<file path="config.mk">
export PLATFORM = sky130hd
export DESIGN_NAME = core_cycle_ctrl
export DESIGN_NICKNAME = d
export VERILOG_FILES = /design/src/rtl/core_ctrl_pkg.sv /design/src/rtl/core_sel_dec.sv /design/src/rtl/core_phase_seq.sv /design/src/rtl/core_cycle_ctrl.sv
export SDC_FILE = /design/constraint.sdc
export NUM_CORES = 1
export LEC_CHECK = 0
export BUFFER_PORTS_ARGS = -buffer_cell sky130_fd_sc_hd__clkbuf_2
export CAP_MARGIN = 30
export CELL_PAD_IN_SITES_DETAIL_PLACEMENT = 1
export CELL_PAD_IN_SITES_GLOBAL_PLACEMENT = 2
export CORE_ASPECT_RATIO = 2
export CORE_UTILIZATION = 27
export CTS_CLUSTER_DIAMETER = 40
export DETAILED_ROUTE_END_ITERATION = 7
export HOLD_SLACK_MARGIN = 0.1
export PLACE_DENSITY = 0.91
export SKIP_CTS_REPAIR_TIMING = 1
export SLEW_MARGIN = 15
export SYNTH_ARGS = -nofsm -noshare
export SYNTH_HDL_FRONTEND = slang
export SYNTH_HIERARCHICAL = 1
export SYNTH_SLANG_ARGS = --single-unit
</file>
<file path="constraint.sdc">
create_clock -name clk -period 4.1 [get_ports clk]
set_input_delay 0.41 -clock clk [delete_from_list [all_inputs] [get_ports clk]]
set_output_delay 0.41 -clock clk [all_outputs]
set_load 0.02 [all_outputs]
</file>
<file path="src/rtl/core_ctrl_pkg.sv">
package core_ctrl_pkg;
  typedef enum logic [2:0] {
    PH_IDLE = 3'd0,
    PH_RD   = 3'd1,
    PH_SS   = 3'd2,
    PH_WR   = 3'd3,
    PH_RC   = 3'd4
  } phase_t;
endpackage

</file>
<file path="src/rtl/core_sel_dec.sv">
module core_sel_dec #(
  parameter int CODE_W = 3
) (
  input  logic                     en,
  input  logic [CODE_W-1:0]        code,
  output logic [(1<<CODE_W)-1:0]   sel
);
  localparam int N = 1 << CODE_W;

  for (genvar i = 0; i < N; i++) begin : g_line
    assign sel[i] = en && (code == CODE_W'(i));
  end
endmodule

</file>
<file path="src/rtl/core_phase_seq.sv">
module core_phase_seq
  import core_ctrl_pkg::*;
#(
  parameter int T_RD = 3,
  parameter int T_SS = 2,
  parameter int T_WR = 3,
  parameter int T_RC = 2
) (
  input  logic   clk,
  input  logic   rst,
  input  logic   start,
  output phase_t phase,
  output logic   last,
  output logic   done
);
  localparam int M_A   = (T_RD > T_SS) ? T_RD : T_SS;
  localparam int M_B   = (T_WR > T_RC) ? T_WR : T_RC;
  localparam int MAXT  = (M_A > M_B) ? M_A : M_B;
  localparam int CNT_W = $clog2(MAXT + 1);

  logic [CNT_W-1:0] cnt, len;

  always_comb begin
    case (phase)
      PH_RD:   len = CNT_W'(T_RD);
      PH_SS:   len = CNT_W'(T_SS);
      PH_WR:   len = CNT_W'(T_WR);
      PH_RC:   len = CNT_W'(T_RC);
      default: len = CNT_W'(1);
    endcase
  end

  assign last = (phase != PH_IDLE) && (cnt == len - CNT_W'(1));

  always_ff @(posedge clk) begin
    if (rst) begin
      phase <= PH_IDLE;
      cnt   <= '0;
      done  <= 1'b0;
    end else begin
      done <= 1'b0;
      if (phase == PH_IDLE) begin
        cnt <= '0;
        if (start) phase <= PH_RD;
      end else if (last) begin
        cnt <= '0;
        case (phase)
          PH_RD:   phase <= PH_SS;
          PH_SS:   phase <= PH_WR;
          PH_WR:   phase <= PH_RC;
          default: begin
            phase <= PH_IDLE;
            done  <= 1'b1;
          end
        endcase
      end else begin
        cnt <= cnt + CNT_W'(1);
      end
    end
  end

  assert_done_pulse_R1: assert property (@(posedge clk) disable iff (rst)
    done |=> !done);
  assert_done_idle_R1: assert property (@(posedge clk) disable iff (rst)
    done |-> (phase == PH_IDLE));
  assert_cnt_range_R1: assert property (@(posedge clk) disable iff (rst)
    (phase != PH_IDLE) |-> (cnt < len));
endmodule

</file>
<file path="src/rtl/core_cycle_ctrl.sv">
module core_cycle_ctrl
  import core_ctrl_pkg::*;
#(
  parameter int FIELD_W = 3,
  parameter int DATA_W  = 18,
  parameter int T_RD    = 3,
  parameter int T_SS    = 2,
  parameter int T_WR    = 3,
  parameter int T_RC    = 2
) (
  input  logic                                   clk,
  input  logic                                   rst,
  input  logic                                   req_valid,
  output logic                                   req_ready,
  input  logic                                   req_write,
  input  logic [5*FIELD_W-1:0]                   req_addr,
  input  logic [DATA_W-1:0]                      req_wdata,
  output logic                                   done,
  output logic [DATA_W-1:0]                      rd_data,
  output logic                                   parity_error,
  output logic [(1<<FIELD_W)-1:0]                y_row_sel,
  output logic [(1<<FIELD_W)-1:0]                y_col_sel,
  output logic [(1<<FIELD_W)-1:0]                y_vec_sel,
  output logic                                   y_dir,
  output logic [(1<<FIELD_W)-1:0]                x_row_sel,
  output logic [(DATA_W+2)*(1<<FIELD_W)-1:0]     x_arr_sel,
  output logic [(1<<FIELD_W)-1:0]                sense_sel,
  input  logic [DATA_W:0]                        sense_bits
);
  localparam int ADDR_W = 5 * FIELD_W;
  localparam int SEL_W  = 1 << FIELD_W;
  localparam int NBITS  = DATA_W + 2;
  localparam int SPARE  = DATA_W + 1;
  localparam int YR_HI  = ADDR_W - 1;
  localparam int YC_HI  = ADDR_W - 1 - FIELD_W;
  localparam int YV_HI  = ADDR_W - 1 - 2 * FIELD_W;
  localparam int XR_HI  = 2 * FIELD_W - 1;
  localparam int XC_HI  = FIELD_W - 1;

  phase_t phase;
  logic   last;

  logic [ADDR_W-1:0] addr_q;
  logic              wr_q;
  logic [DATA_W-1:0] wdata_q;
  logic [DATA_W:0]   word_q;   // data + parity to be put back

  logic start, rd_ph, wr_ph, drv;
  logic [FIELD_W-1:0] col_code;

  assign req_ready = (phase == PH_IDLE);
  assign start     = req_valid && req_ready;
  assign rd_ph     = (phase == PH_RD);
  assign wr_ph     = (phase == PH_WR);
  assign drv       = rd_ph || wr_ph;
  assign y_dir     = wr_ph;
  assign col_code  = addr_q[YC_HI -: FIELD_W] ^ FIELD_W'(wr_ph);

  core_phase_seq #(
    .T_RD(T_RD), .T_SS(T_SS), .T_WR(T_WR), .T_RC(T_RC)
  ) u_seq (
    .clk(clk), .rst(rst), .start(start),
    .phase(phase), .last(last), .done(done)
  );

  core_sel_dec #(.CODE_W(FIELD_W)) u_dec_yrow (
    .en(drv), .code(addr_q[YR_HI -: FIELD_W]), .sel(y_row_sel));
  core_sel_dec #(.CODE_W(FIELD_W)) u_dec_ycol (
    .en(drv), .code(col_code), .sel(y_col_sel));
  core_sel_dec #(.CODE_W(FIELD_W)) u_dec_yvec (
    .en(drv), .code(addr_q[YV_HI -: FIELD_W]), .sel(y_vec_sel));
  core_sel_dec #(.CODE_W(FIELD_W)) u_dec_xrow (
    .en(drv), .code(addr_q[XR_HI -: FIELD_W]), .sel(x_row_sel));
  core_sel_dec #(.CODE_W(FIELD_W)) u_dec_sense (
    .en(phase == PH_SS), .code(addr_q[YR_HI -: FIELD_W]), .sel(sense_sel));

  for (genvar i = 0; i < NBITS; i++) begin : g_arr
    logic arr_en;
    if (i == SPARE) begin : g_spare
      assign arr_en = 1'b0;
    end else begin : g_used
      assign arr_en = rd_ph || (wr_ph && word_q[i]);
    end
    core_sel_dec #(.CODE_W(FIELD_W)) u_dec_xcol (
      .en(arr_en), .code(addr_q[XC_HI:0]),
      .sel(x_arr_sel[i*SEL_W +: SEL_W]));
  end

  always_ff @(posedge clk) begin
    if (rst) begin
      addr_q       <= '0;
      wr_q         <= 1'b0;
      wdata_q      <= '0;
      word_q       <= '0;
      rd_data      <= '0;
      parity_error <= 1'b0;
    end else begin
      if (start) begin
        addr_q  <= req_addr;
        wr_q    <= req_write;
        wdata_q <= req_wdata;
      end
      if (phase == PH_SS && last) begin
        word_q <= wr_q ? {^wdata_q, wdata_q} : sense_bits;
      end
      if (phase == PH_RC && last) begin
        rd_data      <= wr_q ? '0 : word_q[DATA_W-1:0];
        parity_error <= !wr_q && (^word_q);
      end
    end
  end

  assert_onehot_R11: assert property (@(posedge clk) disable iff (rst)
    $onehot0(y_row_sel) && $onehot0(y_col_sel) && $onehot0(y_vec_sel)
    && $onehot0(x_row_sel) && $onehot0(sense_sel));
  assert_sense_quiet_R7: assert property (@(posedge clk) disable iff (rst)
    (sense_sel != '0) |-> (y_row_sel == '0 && x_row_sel == '0));
  assert_dir_end_R4: assert property (@(posedge clk) disable iff (rst)
    $fell(y_dir) |-> (y_row_sel == '0 && x_arr_sel == '0));
  assert_spare_off_R12: assert property (@(posedge clk) disable iff (rst)
    x_arr_sel[SPARE*SEL_W +: SEL_W] == '0);
  assert_ready_drop_R1: assert property (@(posedge clk) disable iff (rst)
    (req_valid && req_ready) |=> !req_ready);
  assert_idle_quiet_R11: assert property (@(posedge clk) disable iff (rst)
    req_ready |-> (y_row_sel == '0 && x_row_sel == '0 && sense_sel == '0));
endmodule

</file>
==> results.yml <==
outcome:
  status: "finished, final reports clean"
global_routing:
  antenna_found_initial: 2
  grt_pass1_vias: 5551
  overflow: 0
  grt_pass1_wl_um: 31100
  gr-usage-all-layers: 0.171
  gr-usage-met1: 0.188
  grt_max_degree: 131
  use_met3: 0.0277
  grt_use_met2: 0.321
  busiest_layer: "met2"
layout:
  drive_gt1_frac: 0.553
  fillCellCount: 2720
  seq_area_um2: 1570
  utilization: 0.367
  multi_input_area_um2: 4300
  layout.nets: 969
  area_delta_synth_final_pct: 33.4
placement:
  hpwl_um: 14900
  gp_congestion: 0.743
  io_buffers: 269
  place_ws_ns: 0.999
power:
  p_leak_nw: 3.47
  pwr_density_cell_nw_per_um2: 290
  p_int_w: 0.00158
  p_sw_w: 0.000779
  finalPower_w: 0.00236
  p_clk_frac: 0.382
  swShare: 0.330
  p_comb_frac: 0.249
  ir_worst_vdd_mv: 0.169
  seqPwrFrac: 0.369
synth:
  synth_edf_count: 0
  ys_types: 44
  async_flop_share: 0
  synth_area_um2: 6100
  yosysSeqAreaShare: 0.256
  yosys_most_used_dff: "dfxtp_1"
  ys.warnings.count: 6
  synth_seq_cells: 78
  syn_avg_cell_area_um2: 9.37
  synth_cells: 651
sta:
  tightest_slew_ns: 0.922
  fin_crit_sh: 0.839
  maxSlewHeadroom: 0.385
  rsz0062_at_grt: "no"
  fin_ws_ns: 0.658
  whs_ns: 0.286
  setup_viol: 0
  clock.fmax_mhz: 291
  fin_skew_ns: 0.00839
  hold_violations: 0
  drv_slew: 0
  tns_ns: 0
  fin_crit_ns: 3.44
detailed_routing:
  antenna_left: 0
  vias: 6117
  avgRoutedWirePerCell_um: 17.5
  wirelength_um: 20900
  drt_iter0_drc: 460
  drtPass1Iterations: 4
  via_per_inst: 5.11
  drc_errors: 0
die:
  start_util: 0.275
  die-area_um2: 23200
  coreArea_um2: 22200
  ios: 278
  placementRows: 77
  fp.dieW_um: 108
  die_h_um: 215
critical_path:
  cp.arrival_ns: 3.03
  slowest_stage: "dfxtp_1"
  cp_max_fo: 21
  end_kind: "output port"
  critPathKind: "register to output port"
  r2r_slack_ns: 1.75
  start_kind: "register"
  crit_chain: "nand2b_1 -> nor2_1 -> xor2_1 -> and4_2 -> clkbuf_2"
  crit_path_max_incr_delay_ns: 0.74
  worstPathRequired_ns: 3.69
  reg2regPathDepth: 7
clock_network:
  clk_pin_slew_ns: 0.06
  h-tree-depth: 3
  clock_sinks: 78
  numCtsBuffers: 9
  clockBufferDepth: 2
  cts_tree: "yes"
  cts-root-buf: "clkbuf_16"
  clk_latency_ns: 0.34
min_path:
  hold_path.class: "primary input to register"
  min_path_cells: 3
run:
  drv_cap: 0
registers in the layout, indices dropped and copies added, names as in the netlist:
name          cells
parity_error      1
wdata_q          18
u_seq/done        1
u_seq/phase       3
wr_q              1
addr_q           15
word_q           19
u_seq/cnt         2
rd_data          18
power by group through the flow:
stage | clock (W) | combinational [W] | sequential, W
finish | 0.000901 | 0.000588 | 0.000871
detailed placement | 0 | 0.000547 | 0.000920
global route | 0.000958 | 0.000641 | 0.000881
CTS | 0.000929 | 0.000550 | 0.000903
global placement | 0 | 0.000536 | 0.000914
floorplan | 0 | 0.000388 | 0.000885
cell families (layout without fill, tap and decap cells):
| kind of cell | after synthesis | in the layout | share of synthesized area |
|---|---|---|---|
| other | 1 | 10 | 0.000615 |
| xor gates and xnor gates | 34 | 34 | 0.0546 |
| AOI/OAI and AO/OA | 109 | 109 | 0.105 |
| muxes | 19 | 19 | 0.0312 |
| DFF | 78 | 78 | 0.256 |
| and+or+nand+nor | 350 | 350 | 0.510 |
| buffers and inverters | 60 | 320 | 0.0429 |
per-stage QoR:
step	std cells	instance area, µm²
after floorplan	658	6120
after global placement	1175	7710
after detailed placement	1175	7710
after CTS	1191	8050
after global routing	1196	8130
final	1196	8130
synth_stat cells (19+ instances only):
cell	n	share of area
and4bb_2	75	0.15
inv_1	24	0.015
dfxtp_1	78	0.26
nor4b_2	27	0.066
and4_2	25	0.041
clkbuf_1	22	0.014
and4b_2	75	0.14
xnor2_1	28	0.040
mux2i_1	19	0.031
nor2_1	19	0.012
a21oi_1	75	0.062
nand2_1	87	0.054
cell type report:
cell class,instances,area share
Antenna cell,2,0.000615
Clock buffer,10,0.0294
Clock inverter,6,0.0114
Inverter,25,0.0115
Multi-Input combinational cell,520,0.529
Sequential cell,78,0.194
Tap cell,276,0.0425
Timing Repair Buffer,279,0.182
cells in the final DEF (no fill, tap or decap), types with 3 or more instances in the layout:
cell       netlist  routed
o21ai_1          5       5
conb_1           1       8
buf_16           0       3
and4bb_2        75      75
mux2i_1         19      19
and4_2          25      25
or3_1           18      18
nand2_1         87      87
nor2b_1          3       3
nand2b_1         3       3
dfxtp_1         78      74
inv_1           24      24
o211ai_1         3       3
xor2_1           3       3
nand3b_1         3       3
and4b_2         75      75
a21oi_1         75      75
dfxtp_4          0       3
nor3_1           3       3
clkbuf_16        0       9
nor4b_2         27      27
nor2_1          19      19
a211oi_1        18      18
nor3b_1          5       5
xnor2_1         28      28
clkbuf_2         0     268
buf_4            1       8
metal layers:
layer | share of wire | up-vias
met5 | 0 | -
met1 | 0.39 | 2882
met2 | 0.54 | 165
met4 | 0.023 | 0
met3 | 0.044 | 25
li1 | - | 3045
worst max-delay path: cells and delay by family, from the launching register on:
kind | cells | cell delay, ns
xor gates and xnor gates | 1 | 0.48
DFF | 1 | 0.74
and+or+nand+nor | 3 | 1.30
buffers and inverters | 1 | 0.16
final timing paths:
check	end	from
worst max-delay path	y_col_sel[7]	u_seq/phase[0]$_SDFFE_PP0P_
worst min-delay path	wr_q$_SDFFE_PP0P_	req_write
worst max register to register	u_seq/phase[0]$_SDFFE_PP0P_	u_seq/phase[0]$_SDFFE_PP0P_
worst min register to register	rd_data[7]$_SDFFE_PP0P_	rd_data[7]$_SDFFE_PP0P_
(Power assumes the default switching activity.)
